### config.mk
export PLATFORM = sky130hd
export DESIGN_NAME = wdiv_unit
export DESIGN_NICKNAME = d
export VERILOG_FILES = /design/src/rtl/wdiv_pkg.sv /design/src/rtl/wdiv_ctrl.sv /design/src/rtl/wdiv_datapath.sv /design/src/rtl/wdiv_flags.sv /design/src/rtl/wdiv_unit.sv
export SDC_FILE = /design/constraint.sdc
export NUM_CORES = 1
export LEC_CHECK = 0
export ABC_AREA = 1
export BUFFER_PORTS_ARGS = -buffer_cell sky130_fd_sc_hd__buf_2
export CORE_MARGIN = 2
export CORE_UTILIZATION = 25
export CTS_BUF_LIST = sky130_fd_sc_hd__clkbuf_2 sky130_fd_sc_hd__clkbuf_4 sky130_fd_sc_hd__clkbuf_8
export CTS_CLUSTER_DIAMETER = 50
export DETAILED_ROUTE_END_ITERATION = 12
export PLACE_DENSITY_LB_ADDON = 0.2
export SYNTH_ARGS = -nofsm -noshare
export SYNTH_HDL_FRONTEND = slang
export SYNTH_HIERARCHICAL = 1
export SYNTH_SLANG_ARGS = --single-unit
### constraint.sdc
create_clock -name clk -period 1.9 [get_ports clk]
set_input_delay 0.095 -clock clk [delete_from_list [all_inputs] [get_ports clk]]
set_output_delay 0.095 -clock clk [all_outputs]
set_load 0.02 [all_outputs]
### src/rtl/wdiv_pkg.sv
package wdiv_pkg;
    typedef enum logic [1:0] {
        ST_IDLE = 2'd0,
        ST_STEP = 2'd1,
        ST_DONE = 2'd2,
        ST_OVF  = 2'd3
    } wdiv_state_e;
endpackage

### src/rtl/wdiv_ctrl.sv
module wdiv_ctrl
    import wdiv_pkg::*;
#(
    parameter int HALF_W = 16
) (
    input  logic        clk,
    input  logic        rst_n,
    input  logic        start_i,
    input  logic        ovf_i,
    output wdiv_state_e state_o,
    output logic        load_o,
    output logic        step_o,
    output logic        last_o
);
    localparam int CW = (HALF_W > 1) ? $clog2(HALF_W) : 1;
    localparam logic [CW-1:0] LAST_CNT = CW'(HALF_W - 1);

    wdiv_state_e state_q, state_d;
    logic [CW-1:0] cnt_q;

    // state register
    always_ff @(posedge clk or negedge rst_n) begin
        if (!rst_n) state_q <= ST_IDLE;
        else        state_q <= state_d;
    end

    // iteration counter
    always_ff @(posedge clk or negedge rst_n) begin
        if (!rst_n)      cnt_q <= '0;
        else if (load_o) cnt_q <= '0;
        else if (step_o) cnt_q <= cnt_q + 1'b1;
    end

    // next state
    always_comb begin
        state_d = state_q;
        unique case (state_q)
            ST_IDLE: if (start_i) state_d = ovf_i ? ST_OVF : ST_STEP;
            ST_STEP: if (cnt_q == LAST_CNT) state_d = ST_DONE;
            ST_DONE: state_d = ST_IDLE;
            ST_OVF:  state_d = ST_IDLE;
        endcase
    end

    // outputs
    always_comb begin
        load_o = 1'b0;
        step_o = 1'b0;
        last_o = 1'b0;
        unique case (state_q)
            ST_IDLE: load_o = start_i && !ovf_i;
            ST_STEP: begin
                step_o = 1'b1;
                last_o = (cnt_q == LAST_CNT);
            end
            ST_DONE: ;
            ST_OVF:  ;
        endcase
    end

    assign state_o = state_q;
endmodule

### src/rtl/wdiv_datapath.sv
module wdiv_datapath #(
    parameter int HALF_W = 16
) (
    input  logic                  clk,
    input  logic                  rst_n,
    input  logic [2*HALF_W-1:0]   dividend_i,
    input  logic [HALF_W-1:0]     divisor_i,
    input  logic                  load_i,
    input  logic                  step_i,
    input  logic                  last_i,
    output logic                  ovf_o,
    output logic [2*HALF_W-1:0]   result_o
);
    localparam int FW = 2 * HALF_W;

    logic [HALF_W-1:0] rem_q, quo_q, dsr_q, rem_n, quo_n;
    logic [HALF_W:0]   wide, diff;
    logic              fits;
    logic [FW-1:0]     res_q;

    // quotient overflows unless the upper half is below the divisor
    assign ovf_o = (dividend_i[FW-1:HALF_W] >= divisor_i);

    // one restoring step: shift in the next dividend bit, try the subtract
    always_comb begin
        wide  = {rem_q, quo_q[HALF_W-1]};
        diff  = wide - {1'b0, dsr_q};
        fits  = (wide >= {1'b0, dsr_q});
        rem_n = fits ? diff[HALF_W-1:0] : wide[HALF_W-1:0];
        quo_n = {quo_q[HALF_W-2:0], fits};
    end

    always_ff @(posedge clk or negedge rst_n) begin
        if (!rst_n) begin
            rem_q <= '0;
            quo_q <= '0;
            dsr_q <= '0;
        end else if (load_i) begin
            rem_q <= dividend_i[FW-1:HALF_W];
            quo_q <= dividend_i[HALF_W-1:0];
            dsr_q <= divisor_i;
        end else if (step_i) begin
            rem_q <= rem_n;
            quo_q <= quo_n;
        end
    end

    always_ff @(posedge clk or negedge rst_n) begin
        if (!rst_n)      res_q <= '0;
        else if (last_i) res_q <= {rem_n, quo_n};
    end

    assign result_o = res_q;
endmodule

### src/rtl/wdiv_flags.sv
module wdiv_flags
    import wdiv_pkg::*;
#(
    parameter int HALF_W = 16
) (
    input  wdiv_state_e       state_i,
    input  logic [HALF_W-1:0] quotient_i,
    output logic              done_o,
    output logic              flag_sign_o,
    output logic              flag_zero_o,
    output logic              flag_ovf_o,
    output logic              we_sign_o,
    output logic              we_zero_o,
    output logic              we_ovf_o,
    output logic              we_carry_o
);
    always_comb begin
        done_o      = 1'b0;
        flag_sign_o = 1'b0;
        flag_zero_o = 1'b0;
        flag_ovf_o  = 1'b0;
        we_sign_o   = 1'b0;
        we_zero_o   = 1'b0;
        we_ovf_o    = 1'b0;
        we_carry_o  = 1'b0;
        unique case (state_i)
            ST_IDLE: ;
            ST_STEP: ;
            ST_DONE: begin
                done_o      = 1'b1;
                flag_zero_o = (quotient_i == '0);
                we_sign_o   = 1'b1;
                we_zero_o   = 1'b1;
                we_ovf_o    = 1'b1;
            end
            ST_OVF: begin
                done_o     = 1'b1;
                flag_ovf_o = 1'b1;
                we_sign_o  = 1'b1;
                we_zero_o  = 1'b1;
                we_ovf_o   = 1'b1;
            end
        endcase
    end
endmodule

### src/rtl/wdiv_unit.sv
module wdiv_unit
    import wdiv_pkg::*;
#(
    parameter int HALF_W = 16
) (
    input  logic                clk,
    input  logic                rst_n,
    input  logic                start_i,
    input  logic [2*HALF_W-1:0] dividend_i,
    input  logic [HALF_W-1:0]   divisor_i,
    output logic [2*HALF_W-1:0] result_o,
    output logic                done_o,
    output logic                flag_sign_o,
    output logic                flag_zero_o,
    output logic                flag_ovf_o,
    output logic                we_sign_o,
    output logic                we_zero_o,
    output logic                we_ovf_o,
    output logic                we_carry_o
);
    wdiv_state_e state;
    logic        ovf, load, step, last;

    wdiv_ctrl #(.HALF_W(HALF_W)) ctrl_i (
        .clk(clk), .rst_n(rst_n), .start_i(start_i), .ovf_i(ovf),
        .state_o(state), .load_o(load), .step_o(step), .last_o(last)
    );

    wdiv_datapath #(.HALF_W(HALF_W)) dp_i (
        .clk(clk), .rst_n(rst_n), .dividend_i(dividend_i), .divisor_i(divisor_i),
        .load_i(load), .step_i(step), .last_i(last), .ovf_o(ovf), .result_o(result_o)
    );

    wdiv_flags #(.HALF_W(HALF_W)) flags_i (
        .state_i(state), .quotient_i(result_o[HALF_W-1:0]),
        .done_o(done_o), .flag_sign_o(flag_sign_o), .flag_zero_o(flag_zero_o),
        .flag_ovf_o(flag_ovf_o), .we_sign_o(we_sign_o), .we_zero_o(we_zero_o),
        .we_ovf_o(we_ovf_o), .we_carry_o(we_carry_o)
    );
endmodule

==> results.cfg, run 1 <==
[status]
status = finished, violations left
violations = setup timing

[logic_synthesis]
synth_area_leader_cell = dfrtp_1
yosysWarnings = 6
synthMostInstantiatedCell = nand2_1
synth_edf_count = 0
yosysUniqueCellTypes = 37
netlist_top_cells_count = nand2_1, inv_1, dfrtp_1
ys.flop_type = dfrtp_1
synth-seq-area-share_pct = 40.6
synth_area_leaders = dfrtp_1, nand2_1, ha_1
syn-mean-instance-area_sq_um = 7.35
synth_top_area_share_pct = 40.6
yosys_register_bits = 86
synthArstFlopShare_pct = 100
netlist_area_sq_um = 5300
netlist_instances = 721

[floorplanning]
die_y_microns = 150
start_util_pct = 25.4
rows = 53
die_w_microns = 150
coreArea_sq_um = 20900
dieArea_sq_um = 22400
io_pins = 91

[global_routing]
antenna_found_initial = 0
grt_max_degree = 42
track_usage_pct = 15.6
global_route.overflow_total = 0
grt_pass1_vias = 5213
grt_first_pass_wirelength_microns = 27100

[setup_path]
crit_fanout = 8
path_cells = ha_4 > nand2_1 > nand2_1 > nand2_1 > nand2_2 > inv_1 > nand3_2 > nand2_4 > buf_12 > nand2_8 > nand2_1 > nand3_1 > nand3_1
arrival_ns = 2.17
rr_startpoint = dp_i/rem_q[5]$_DFFE_PN0P_
end_kind = register
max_stage_delay_ns = 0.43
start_kind = register
crit_path_frequent_cell = nand2_1
path_buf_inv = 2
crit_slowest_cell = dfrtp_1
crit_required_ns = 2.17
crit_type = reg -> reg
critical-path-top-delay-family = simple AND/OR/NAND/NOR gates
crit_start = dp_i/rem_q[5]$_DFFE_PN0P_

[placement]
globalplace.congestion = 0.809
post-dp-hpwl_microns = 12500
numPortBuffers = 88

[flow_run]
max_cap_viol_count = 0

[timing]
setup_tns_ns = -0.000518
finalClockSkew_ns = 0.0120
fin_ws_ns = -0.000518
fin_crit_ns = 1.90
finalHoldViolCount = 0
slew_viol_final = 0
rsz0062_at_grt = yes
clock.fmax_mhz = 526
worst_hold_slack_ns = 0.0207
fin_crit_sh_pct = 100
setup_violations = 1

[clock_tree]
cts-root-buf = clkbuf_8
cts_tree = yes
h-tree-depth = 3
clk-insertion-delay-late_ns = 0.38
cts_sinks = 86
cts_made_buffers = 9
path_clk_slew_ns = 0.10
cts_buffer_depth = 2

[hold_path]
min_from = divisor_i[6]
hp-class = in -> reg

[detailed_routing]
via_per_inst = 4.29
wl_microns = 16700
ant_nets = 0
drtPass1Iterations = 4
drtIter0Drc = 177
vias = 5220
wl_per_cell_microns = 13.7
remaining_drc_errors = 0

[power_and_ir_drop]
irDropWorstVdd_mv = 0.495
p_per_area_nw_per_um2 = 1950
p_leak_nw = 4.16

[cells_and_area]
diodes = 0
drive_gt1_share_pct = 36.6
layout.nets = 1023
area_growth_pct = 48.0
worst min-delay path: stages:
cell     delay, ns
buf_2         0.09
buf_4         0.09
nand2_1       0.04
o21ai_0       0.06
where the power goes:
group / switching, W / internal (W) / leakage (nW)
Combinational: 0.00594 / 0.00486 / 2.97
Sequential: 0.000546 / 0.00266 / 1.10
Clock: 0.000717 / 0.000618 / 0.0922
Total: 0.00720 / 0.00814 / 4.16
worst paths after layout:
kind	endpoint	slack (ns)	depth (start not counted)
min	dp_i/dsr_q[6]$_DFFE_PN0P_	0.02	4
max	dp_i/rem_q[0]$_DFFE_PN0P_	-0.0005	13
max reg2reg	dp_i/rem_q[0]$_DFFE_PN0P_	-0.0005	13
min in group asynchronous	dp_i/result_o[26]$_DFFE_PN0P_	0.20	2
min reg2reg	dp_i/result_o[15]$_DFFE_PN0P_	0.47	2
max in group asynchronous	dp_i/rem_q[1]$_DFFE_PN0P_	1.10	3
repair_timing:
| action | CTS | global route |
|---|---|---|
| pin swaps | 21 | 15 |
| hold buffers | 19 | 0 |
| resized for setup | 63 | 47 |
| endpoints found under the setup margin | 34 | 49 |
| setup buffers | 7 | 4 |
| hold endpoints to repair | 46 | 0 |
| gates cloned | 1 | 0 |
routing by layer:
metal	part of all wire (%)	global-route usage, %	vias up	wire, microns
met4	1.3	4.90	0	218
met2	45	24.9	83	7540
met3	3.3	2.16	16	545
li1	-	-	2711	-
met5	0	0	-	0
met1	50	21.9	2410	8400
state kept, by name, indices dropped and copies added (netlist names):
name,cells
dp_i/rem_q,16
dp_i/result_o,32
dp_i/quo_q,16
ctrl_i/cnt_q,4
dp_i/dsr_q,16
ctrl_i/state_o,2
layout make-up:
cell class	instances	area, sq um
Multi-Input combinational cell	503	3060
Timing Repair Buffer	232	1700
Sequential cell	86	2150
Tap cell	275	344
Fill cell	2227	13000
Clock inverter	5	58.8
Inverter	106	398
Clock buffer	10	131
cell families (layout without fill, tap and decap cells):
family | after synthesis | count (layout) | share of synthesized area (%)
simple gates | 374 | 375 | 30.0
fa+ha+maj | 34 | 34 | 8.17
xor+xnor | 7 | 7 | 1.16
buf+inv | 134 | 353 | 10.3
compound gates | 85 | 85 | 9.70
other cells | 1 | 2 | 0.0707
flops | 86 | 86 | 40.6
cell usage in the layout, fill, tap and decap left out, types with 3 or more instances in the layout:
cell type,Yosys,layout
inv_2,2,14
o221ai_1,10,10
nand2_2,10,40
buf_2,3,87
o211ai_1,4,4
ha_4,0,14
a21oi_2,0,5
o21ai_0,33,32
buf_8,1,3
a22oi_1,15,14
nand3_1,56,45
nand2_1,254,222
nor2_1,28,19
ha_1,33,18
buf_4,7,113
buf_12,0,8
nor2_4,2,4
nand4_1,5,5
nand3_2,4,13
clkbuf_8,0,9
inv_1,102,90
nor2_2,4,11
dlygate4sd3_1,0,19
a21oi_1,19,14
dfrtp_1,86,85
xor2_1,6,5
o21ai_1,2,3
stage by stage:
step	instance area (sq um)	util (%)	std cells	setup slack, ns	power [W]
finish	7850	37.6	1217	-0.000518	0.0153
global route	7850	37.6	1217	-0.122	0.0169
CTS	7650	36.6	1213	-0.0115	0.0148
detailed placement	6880	32.9	1171	-0.308	0.0122
global placement	6880	32.9	1171	-0.272	0.0121
floorplan	5310	-	722	-0.0702	0.00856
Note: power is estimated with default switching activity, not from simulation.
==> inputs of run 2 (changes only) <==
- PLACE_DENSITY: not set -> 0.44
- PLACE_DENSITY_LB_ADDON: 0.2 -> not set
==> results.cfg, run 2 (synthesis results as in run 1) <==
[detailed_routing]
wl_per_cell_microns = 14.3
ant_nets = 0
drtIter0Drc = 192
vias = 5329
wl_microns = 17500
remaining_drc_errors = 0
via_per_inst = 4.35
drtPass1Iterations = 4

[cells_and_area]
layout.nets = 1030
final_cell_mix = nand2_1, buf_4, inv_1
final_common_cell = nand2_1
drive_gt1_share_pct = 41.2
largest_reg_flops = 32
final_area_sq_um = 8240
post-route-util_pct = 39.4
diodes = 0
fillers = 2200
area_growth_pct = 55.4

[setup_path]
crit_fanout = 5
crit_path_frequent_cell = nand2_4
r2r_cells = 13
cp.depth = 13
crit_type = reg -> reg
critical-path-top-delay-family = simple AND/OR/NAND/NOR gates
crit_required_ns = 2.22
path_cells = ha_4 > buf_12 > nand2_4 > nor2_1 > nand3_1 > nand3_4 > nand2_4 > buf_8 > nand2_8 > nand2_4 > nand2_4 > nand2_2 > nand2_1
start_kind = register
crit_slowest_cell = dfrtp_1
arrival_ns = 2.32
path_buf_inv = 2
end_kind = register
max_stage_delay_ns = 0.43

[timing]
clock.fmax_mhz = 500
finalClockSkew_ns = 0.00678
fin_crit_ns = 2.00
fin_ws_ns = -0.101
fin_crit_sh_pct = 105
setup_tns_ns = -2.00
rsz0062_at_grt = yes
slew_viol_final = 0
setup_violations = 34
finalHoldViolCount = 0

[floorplanning]
rows = 53
die_y_microns = 150
coreArea_sq_um = 20900
die_w_microns = 150
io_pins = 91
start_util_pct = 25.4
dieArea_sq_um = 22400

[placement]
dp_slack_ns = -0.533
globalplace.congestion = 0.808
post-dp-hpwl_microns = 12800
numPortBuffers = 88
placed_area_sq_um = 6940

[clock_tree]
cts_made_buffers = 9
clk-insertion-delay-late_ns = 0.38
path_clk_slew_ns = 0.09
cts_buffer_depth = 2
cts-root-buf = clkbuf_8
cts_tree = yes
cts_sinks = 86
h-tree-depth = 3

[hold_path]
holdPathStages = 4
hp-class = in -> reg

[global_routing]
antenna_found_initial = 0
grt_max_degree = 47
global_route.overflow_total = 0
grt_first_pass_wirelength_microns = 27700
track_usage_pct = 16.0
grt_pass1_vias = 5340

[flow_run]
max_cap_viol_count = 0

[power_and_ir_drop]
irDropWorstVdd_mv = 0.747
p_per_area_nw_per_um2 = 2060
p_leak_nw = 4.33

[status]
status = finished, violations left
violations = setup timing
## run 2: changes by cell type in the layout (fill, tap and decap cells not counted), moves of 3 or more
cell,previous run,this run
nand3_1,45,31
buf_4,113,109
nand2_4,2,25
nand3_2,13,25
nand2_1,222,197
nor2_2,11,8
inv_4,0,3
buf_6,2,10
## run 2: worst paths after layout
kind                                               startpoint                       endpoint  slack [ns]
worst max-delay path                dp_i/rem_q[3]$_DFFE_PN0P_  dp_i/result_o[24]$_DFFE_PN0P_       -0.10
worst min-delay path                            divisor_i[10]     dp_i/dsr_q[10]$_DFFE_PN0P_        0.02
worst max register to register      dp_i/rem_q[3]$_DFFE_PN0P_  dp_i/result_o[24]$_DFFE_PN0P_       -0.10
worst min register to register  dp_i/result_o[17]$_DFFE_PN0P_  dp_i/result_o[17]$_DFFE_PN0P_        0.49
max in group asynchronous                               rst_n      dp_i/dsr_q[5]$_DFFE_PN0P_        1.14
min in group asynchronous                               rst_n     dp_i/rem_q[10]$_DFFE_PN0P_        0.15
## run 2: through the flow
| step | hold slack [ns] | cells | total power, W |
|---|---|---|---|
| floorplan | -0.201 | 722 | 0.00856 |
| global placement | 0.0144 | 1176 | 0.0123 |
| detailed placement | 0.0133 | 1176 | 0.0124 |
| CTS | 0.00208 | 1225 | 0.0155 |
| global route | 0.0211 | 1224 | 0.0185 |
| finish | 0.0230 | 1224 | 0.0170 |
## run 2: layer usage
metal  GRT usage (%)  share of wire (%)  vias up
met1            22.8                 50     2489
li1                -                  -     2736
met5               0                  0        -
met3            2.65                3.3       16
met2            24.8                 45       88
met4            4.81                1.4        0
## run 2: report_power, final
part / internal [W] / switching [W]
sequential: 0.00266 / 0.000544
clock: 0.000507 / 0.000732
combinational: 0.00562 / 0.00690
total: 0.00878 / 0.00818
## run 2: tightest hold or removal path, cell delays in order
cell     delay, ns
buf_2         0.09
buf_4         0.09
nand2_1       0.04
o21ai_0       0.06
## run 2: area by class of cell
type | instances | area (sq um) | area share, %
clock buffers | 10 | 138 | 1.67
clock inverters | 5 | 35.0 | 0.425
inverters | 106 | 405 | 4.92
multi-input cells | 504 | 3360 | 40.8
flip-flops and latches | 86 | 2150 | 26.1
well taps | 275 | 344 | 4.18
repair buffers | 238 | 1800 | 21.9
## run 2: what timing repair did
action                                  CTS  global route
cloned                                    3             1
resized for setup                        96            95
endpoints found under the setup margin   45            57
buffers inserted                         14             0
hold buffers                             19             0
endpoints found under the hold margin    98             0
pin swaps                                31            33
==> inputs of run 3 (changes only) <==
- PLACE_DENSITY: 0.44 -> 0.43
- clock period: 1.9 -> 2.1 ns (I/O delays scaled with it)
==> results.cfg, run 3 (synthesis results as in run 1) <==
[timing]
worst_hold_slack_ns = 0.0308
relSlewSlack_pct = 56.8
fin_ws_ns = 0.138
clock.fmax_mhz = 510
setup_tns_ns = 0
rsz0062_at_grt = yes
fin_crit_ns = 1.96
worst_pin_slew_ns = 0.647
finalHoldViolCount = 0
setup_violations = 0
slew_viol_final = 0
finalClockSkew_ns = 0.00854
fin_crit_sh_pct = 93.4

[clock_tree]
cts_made_buffers = 9
cts_tree = yes
path_clk_slew_ns = 0.09
cts_buffer_depth = 2
h-tree-depth = 3
cts_sinks = 86
clk-insertion-delay-late_ns = 0.38
cts-root-buf = clkbuf_8

[floorplanning]
dieArea_sq_um = 22400
die_y_microns = 150
start_util_pct = 25.4
die_w_microns = 150
rows = 53
io_pins = 91
coreArea_sq_um = 20900

[placement]
numPortBuffers = 88
dp_slack_ns = -0.443
globalplace.congestion = 0.807
post-dp-hpwl_microns = 12600

[detailed_routing]
via_per_inst = 4.29
remaining_drc_errors = 0
drtIter0Drc = 224
ant_nets = 0
drtPass1Iterations = 4
vias = 5045
wl_microns = 16200
wl_per_cell_microns = 13.8

[cells_and_area]
layout.nets = 982
final_cell_mix = nand2_1, inv_1, buf_2
diodes = 0
area_growth_pct = 36.4
drive_gt1_share_pct = 25.6
fillers = 2295
largest_reg_flops = 32
final_common_cell = nand2_1

[global_routing]
antenna_found_initial = 0
grt_pass1_vias = 5126
grt_first_pass_wirelength_microns = 26800
track_usage_pct = 15.4
grt_max_degree = 47
global_route.overflow_total = 0

[flow_run]
max_cap_viol_count = 0

[status]
status = completed

[setup_path]
crit_required_ns = 2.38
arrival_ns = 2.24
crit_fanout = 6
max_stage_delay_ns = 0.37
start_kind = register
end_kind = register
crit_path_frequent_cell = nand2_1
crit_type = reg -> reg
crit_slowest_cell = dfrtp_1
path_cells = inv_1 > ha_2 > nand2_2 > nor2_2 > and2_4 > nand2_1 > nand2_2 > nor2_4 > nand2_4 > buf_4 > nand2_1 > nand2_1 > nand2_1 > nand2_1

[power_and_ir_drop]
irDropWorstVdd_mv = 0.433
p_leak_nw = 3.89
p_per_area_nw_per_um2 = 1660

[hold_path]
hp-class = in -> reg
run 3: cell types whose count changed in the layout (fill, tap and decap cells not counted), sizes merged:
cell	previous run	this run
buf	219	161
clkbuf	10	12
clkinv	5	4
dlygate4sd3	19	31
inv	105	104
nand2	267	265
run 3: critical path: cells and delay by family (launching register included):
family,cells,cell delay (ns)
buffers and inverters,2,0.25
flip-flops,1,0.37
AND/OR/NAND/NOR,11,0.95
adder cells (fa/ha/maj),1,0.31
run 3: repair_timing:
action,in CTS,in global routing
hold buffers,31,0
resized for setup,2,32
pin swaps,0,4
setup endpoints to repair,14,41
setup buffers,0,1
hold endpoints to repair,73,0
run 3: metrics by stage:
| step | total power (W) | util, % | instances | instance area (sq um) |
|---|---|---|---|---|
| floorplan | 0.00774 | - | 722 | 5310 |
| detailed placement | 0.0104 | 31.4 | 1129 | 6550 |
| CTS | 0.0116 | 33.8 | 1175 | 7050 |
| global route | 0.0133 | 34.6 | 1176 | 7230 |
| finish | 0.0120 | 34.6 | 1176 | 7230 |
| global placement | 0.0104 | 31.4 | 1129 | 6550 |
run 3: area by class of cell:
cell class	count	area (sq um)	area share (%)
multi-input combinational	502	2800	38.7
clock inverter	3	21.3	0.294
clock buffer	12	153	2.11
tap	275	344	4.76
sequential	86	2150	29.8
inverter	106	398	5.50
timing repair buffer	192	1370	18.9
run 3: metal layers:
| metal | GRT usage, % | vias to the layer above | share of wire [%] |
|---|---|---|---|
| met5 | 0 | - | 0 |
| met4 | 3.86 | 0 | 1.2 |
| met3 | 3.17 | 13 | 3.2 |
| met2 | 24.8 | 69 | 45 |
| met1 | 21.2 | 2319 | 50 |
| li1 | - | 2644 | - |
run 3: path summary, 6_finish.rpt:
kind | start | endpoint | slack (ns) | depth (start not counted)
worst min register to register | dp_i/result_o[18]$_DFFE_PN0P_ | dp_i/result_o[18]$_DFFE_PN0P_ | 0.48 | 2
worst max-delay path | dp_i/dsr_q[10]$_DFFE_PN0P_ | dp_i/result_o[19]$_DFFE_PN0P_ | 0.14 | 14
worst min-delay path | divisor_i[7] | dp_i/dsr_q[7]$_DFFE_PN0P_ | 0.03 | 4
min in group asynchronous | rst_n | dp_i/dsr_q[10]$_DFFE_PN0P_ | 0.28 | 2
max in group asynchronous | rst_n | dp_i/result_o[8]$_DFFE_PN0P_ | 1.09 | 3
worst max register to register | dp_i/dsr_q[10]$_DFFE_PN0P_ | dp_i/result_o[19]$_DFFE_PN0P_ | 0.14 | 14
run 3: report_power, final:
group          internal, W  total (W)  switching [W]  leakage (nW)
Combinational      0.00334    0.00800        0.00466          2.70
Clock             0.000483    0.00112       0.000636        0.0893
Sequential         0.00240    0.00289       0.000482          1.10
Total              0.00623     0.0120        0.00578          3.89
